==> config.mk <==
export PLATFORM = sky130hd
export DESIGN_NAME = scu_rst_clk_bank
export DESIGN_NICKNAME = d
export VERILOG_FILES = /design/src/rtl/scu_rst_clk_bank.sv
export SDC_FILE = /design/constraint.sdc
export NUM_CORES = 1
export LEC_CHECK = 0
export ABC_AREA = 1
export BUFFER_PORTS_ARGS = -buffer_cell sky130_fd_sc_hd__buf_4
export CAP_MARGIN = 10
export CORE_UTILIZATION = 45
export DETAILED_ROUTE_END_ITERATION = 10
export PLACE_DENSITY = 0.81
export SYNTH_ARGS = -nofsm -noshare
export SYNTH_HDL_FRONTEND = slang
export SYNTH_SLANG_ARGS = --single-unit
==> constraint.sdc <==
create_clock -name clk -period 2.5 [get_ports clk]
set_input_delay 0.125 -clock clk [delete_from_list [all_inputs] [get_ports clk]]
set_output_delay 0.125 -clock clk [all_outputs]
set_load 0.01 [all_outputs]
==> src/rtl/scu_rst_clk_bank.sv <==
module scu_rst_clk_bank #(
  parameter int ADDR_W   = 12,
  parameter int NWORDS   = 2,
  parameter int RST_BASE = 'h040,
  parameter int CLK_BASE = 'h080,
  parameter int STRIDE   = 'h010,
  parameter int INV_LINE = 14
) (
  input  logic                   clk,
  input  logic                   rst_n,
  input  logic                   wr_en,
  input  logic [ADDR_W-1:0]      addr,
  input  logic [31:0]            wdata,
  output logic [31:0]            rdata,
  output logic [NWORDS*32-1:0]   periph_rst,
  output logic [NWORDS*32-1:0]   clk_en
);
  localparam int LINES = NWORDS * 32;
  localparam logic [LINES-1:0] POL = {{(LINES-1){1'b0}}, 1'b1} << INV_LINE;

  logic [LINES-1:0] stop_vec;
  logic [31:0] rd_word [2*NWORDS];

  for (genvar w = 0; w < NWORDS; w++) begin : g_word
    localparam int RB = RST_BASE + w * STRIDE;
    localparam int CB = CLK_BASE + w * STRIDE;
    logic [31:0] r_q, s_q;
    logic r_set, r_clr, s_set, s_clr;

    assign r_set = wr_en && (addr == ADDR_W'(RB));
    assign r_clr = wr_en && (addr == ADDR_W'(RB + 4));
    assign s_set = wr_en && (addr == ADDR_W'(CB));
    assign s_clr = wr_en && (addr == ADDR_W'(CB + 4));

    always_ff @(posedge clk or negedge rst_n) begin
      if (!rst_n) begin
        r_q <= '1;
        s_q <= ~POL[w*32 +: 32];
      end else begin
        if (r_set)      r_q <= r_q | wdata;
        else if (r_clr) r_q <= r_q & ~wdata;
        if (s_set)      s_q <= s_q | wdata;
        else if (s_clr) s_q <= s_q & ~wdata;
      end
    end

    assign periph_rst[w*32 +: 32] = r_q;
    assign stop_vec[w*32 +: 32]   = s_q;
    assign rd_word[2*w]   = (addr == ADDR_W'(RB) || addr == ADDR_W'(RB + 4)) ? r_q : 32'h0;
    assign rd_word[2*w+1] = (addr == ADDR_W'(CB) || addr == ADDR_W'(CB + 4)) ? s_q : 32'h0;
  end

  assign clk_en = ~(stop_vec ^ POL);

  always_comb begin
    rdata = 32'h0;
    for (int i = 0; i < 2*NWORDS; i++) rdata = rdata | rd_word[i];
  end
endmodule


After elaboration in Yosys (flattened, before gate mapping):

Index checks and enable logic that the tools add are counted.
Widths: inputs -> output; s select.

* register bits after elaboration: 128
* bits in latches: 0
* memory bits (writable): 0
* bits in read-only memories: 0
* input bits: 47
* output and inout port bits: 160
* word-level logic and storage cells: 54
* memories: 0

* $add $sub $neg: 0
* multipliers: 0
* div/mod/pow operators: 0
* $lt $le $gt $ge: 0
* equality and inequality tests: 8
* shift-type cells: 0
* mux-type cells: 12
* bitwise operators: 14
* reduce and logical (&&, ||, !) cells: 16

Operators by type and width (number)
* $mux 32: 12
* $or 32x32->32: 7
* $and 32x32->32: 4
* $not 64->64: 1
* $eq 12x7->1 const B: 4
* $eq 12x8->1 const B: 4
* $not 32->32: 1
* $logic_and 1x1->1: 8
* $reduce_bool 2->1: 4
* $logic_or 1x1->1: 4
* $not 1->1: 1

Longest topological paths before layout:

* depth in word-level cells: 6
* mapped depth: 9
* depth with buffers taken out: 7

Least setup slack after synthesis:

OpenSTA, ideal clock, no wires.

* kind: input-to-output
* start point: input addr[8]
* end point: output rdata[12]
* arrival time: 1011 ps
* required time: 2375 ps
* slack: 1364 ps
* stages: 7
* path buffers: 2
* cell sequence: nor2_1 -> nand2_1 -> nor2_2 -> buf_2 -> buf_2 -> nand3_1 -> nand4_1

* word-level cells in the longest chain between the ends: 6
* elaborated cells on any way between the ends: 19
* classes of those cells: eq/ne (8); mux (4); bitwise (3); reduce/logical (4)

RTL lines
* from (decl): line 12 `input logic [ADDR_W-1:0] addr,`
* $eq 12x7->1 / $eq 12x8->1 (equally long branches): line 49, 50
* $logic_or 1x1->1, on equally long branches: line 49, 50
* $mux 32, on equally long branches: line 49, 50
* $or 32x32->32 (2 in a row): line 57 `for (int i = 0; i < 2*NWORDS; i++) rdata = rdata | rd_word[i];`
* $or 32x32->32 (*): line 57
* to (decl): line 14 `output logic [31:0] rdata,`

Mark *: on every way between the ends. The rest lies on a longest branch, timed or not.

Final worst setup path:

* start point: input addr[5]
* end point: output rdata[16]

The elaborated chain is that of the path after synthesis.

==> metrics.md <==
| Metric | Value |
|---|---|
| Status | `completed` |
| PD cells | `480 nW/um2` |
| Final Setup Violations | `0` |
| Hold_ws | `0.0679 ns` |
| Routed length on met3 | `1650 um` |
| DRC viols | `0` |
| Vias in the first global route | `7292` |
| Die Width | `135 um` |
| Final Hold Fails | `0` |
| Max_cap viols | `0` |
| Hold Crit Class | `in -> reg` |
| Clock Skews | `0 ns` |
| 1st-iter DRT viols | `531` |
| Layout Nets | `1363` |
| Initial antenna violation count | `1` |
| Layout Area Growth over Synthesis | `27.3%` |
| Share of cells above drive strength 1 | `28.5%` |
| IO Pins | `207` |
| First-pass GRT wire length | `35800 um` |
| Sink Count | `128` |
| Storage element area | `3360 um2` |
| CTS buffer count | `17` |
| Mapped cell area | `7950 um2` |
| Dpl hpwl | `13700 um` |
| Utilization after layout | `58.5%` |
| Starting Density | `46.0%` |
| Fmax | `594 MHz` |
| Synth async-reset ratio | `100%` |
| Total number of vias | `7974` |
| Met2 wire len | `10600 um` |
| Final ANT Viol Nets | `0` |
| Hold depth | `5` |
| CP arrival | `1.56 ns` |
| Root buf cell | `clkbuf_16` |
| GRT overflow | `0` |
| Period minus WS final | `1.68 ns` |
| Critical path capture point type | `output port` |
| DR top layer | `met4` |
| Worst Setup Start Kind | `input port` |
| Worst-skew pair later-pin latency | `0.41 ns` |
| Setup TNS | `0 ns` |
| Longest Clk Path Bufs | `2` |
| Synth Register Bits | `128` |
| Total of warnings raised by yosys | `0` |
| Crit path kind | `in -> out` |
| Max FO, Critical Path | `29` |
| DR vias/cell | `5.13` |
| Pre-Repair DR Iteration Count | `4` |
| IO buf count | `206` |
| Period utilisation layout | `67.4%` |
| EDFF count, synth | `0` |
| CTS tree | `built` |
| Slew HR | `48.9%` |
| Rows | `48` |
| Max VDD drop | `0.000431 V` |
| Lkg Pwr | `0.00608 uW` |
| Mean Syn Cell Area | `6.87 um2` |
| Worst Hold Launch | `wdata[1]` |
| Final Max Tran Viols | `0` |
| Multi-input gate area | `3170 um2` |
| Worst-path clk slew | `0.06 ns` |
| All-layer global routing usage | `24.6%` |
| Worst-margin pin slew | `0.766 ns` |
| R2R depth | `4` |
| Post-synth cell types | `14` |
| H-tree Lvls | `4` |
| Number of fill cells | `1566` |
| Sequential area share after synthesis | `42.3%` |
| Top_reg_cell synth | `dfstp_2` |
| DRT Wirelength | `22000 um` |
| Core Box Area | `17300 um2` |
| Die Y | `135 um` |
| Die ar. | `18200 um2` |
| WL per Instance | `14.1 um` |
| Worst EP required | `2.38 ns` |
| Flop2flop setup slack | `1.62 ns` |
| RSZ-0062 raised after global routing | `no` |
| Post-synthesis net count | `1204` |
| Syn Inst Count | `1157` |
| GPL Wtd Cong | `0.803` |
| M1 WL | `9490 um` |
| Largest net degree at the start of global routing | `129` |
-- cell usage after synthesis (4+ instances only) --
library cell	number	share of area (%)
dfstp_2	127	42
nand2_1	134	6.3
nand4_1	160	13
inv_1	262	12
buf_4	4	0.38
nor2_4	4	0.57
nand3_1	128	8.1
nor2_1	259	12
buf_6	11	1.6
buf_2	29	1.8
buf_1	16	0.76
clkbuf_1	21	0.99
-- what timing repair did --
action,in CTS,in global routing
setup buffers,0,0
hold buffers,1,0
gates resized for setup,0,0
hold endpoints to repair,1,0
-- where the power goes --
group          switching [uW]  total (uW)  internal (uW)
clock                     860        2440           1580
combinational             220         309           89.2
sequential               7.02        2110           2100
-- how the worst max path moves through the flow --
stage                        from         to  slack [ns]
after global placement    addr[5]  rdata[16]        0.86
after CTS                 addr[5]  rdata[13]        0.81
after floorplan           addr[8]  rdata[12]        1.36
after detailed placement  addr[5]  rdata[13]        0.81
final                     addr[5]  rdata[16]        0.82
after global routing      addr[5]  rdata[24]        0.65
-- cell usage in the layout, fill, tap and decap left out, types with 3 or more instances in the layout --
cell	instances
buf_12	7
buf_4	213
bufinv_16	3
clkbuf_1	6
clkbuf_16	17
clkinv_2	5
dfstp_2	127
inv_1	261
nand2_1	134
nand3_1	128
nand4_1	160
nor2_1	259
nor2_4	5
-- kinds of logic after synthesis --
kind of cell,Yosys count,synth area share (%)
buf+inv,343,17.9
flops,128,42.3
simple gates,686,39.8
-- metal layers --
layer  up-vias  global-route usage, %
li1       3929                      -
met1      3716                   33.1
met2       306                   38.8
met3        23                   6.16
met4         0                   7.87
met5         -                      0
-- metrics by stage --
stage	instance area [um2]	total power, uW	std cells	setup slack (ns)
after detailed placement	9540	2440	1521	0.814
after global placement	9540	2440	1521	0.856
final	10100	4860	1554	0.815
after CTS	10100	4920	1553	0.807
after floorplan	7950	2250	1157	1.36
after global routing	10100	5040	1553	0.653
-- worst max-delay path: stages --
cell and delay (ns):
buf_4 0.10, inv_1 0.06, nand2_1 0.17, nor2_4 0.48, buf_12 0.26, nand3_1 0.10
nand4_1 0.12, buf_4 0.12
-- layout make-up --
type,instances,share of cell area [%]
diodes,1,0.0247
multi-input cells,686,31.3
inverters,262,9.73
well taps,225,2.78
clock buffers,24,4.56
repair buffers,221,17.3
clock inverters,7,1.09
flip-flops and latches,128,33.2
No activity file was read; power rests on OpenSTA's default activity.
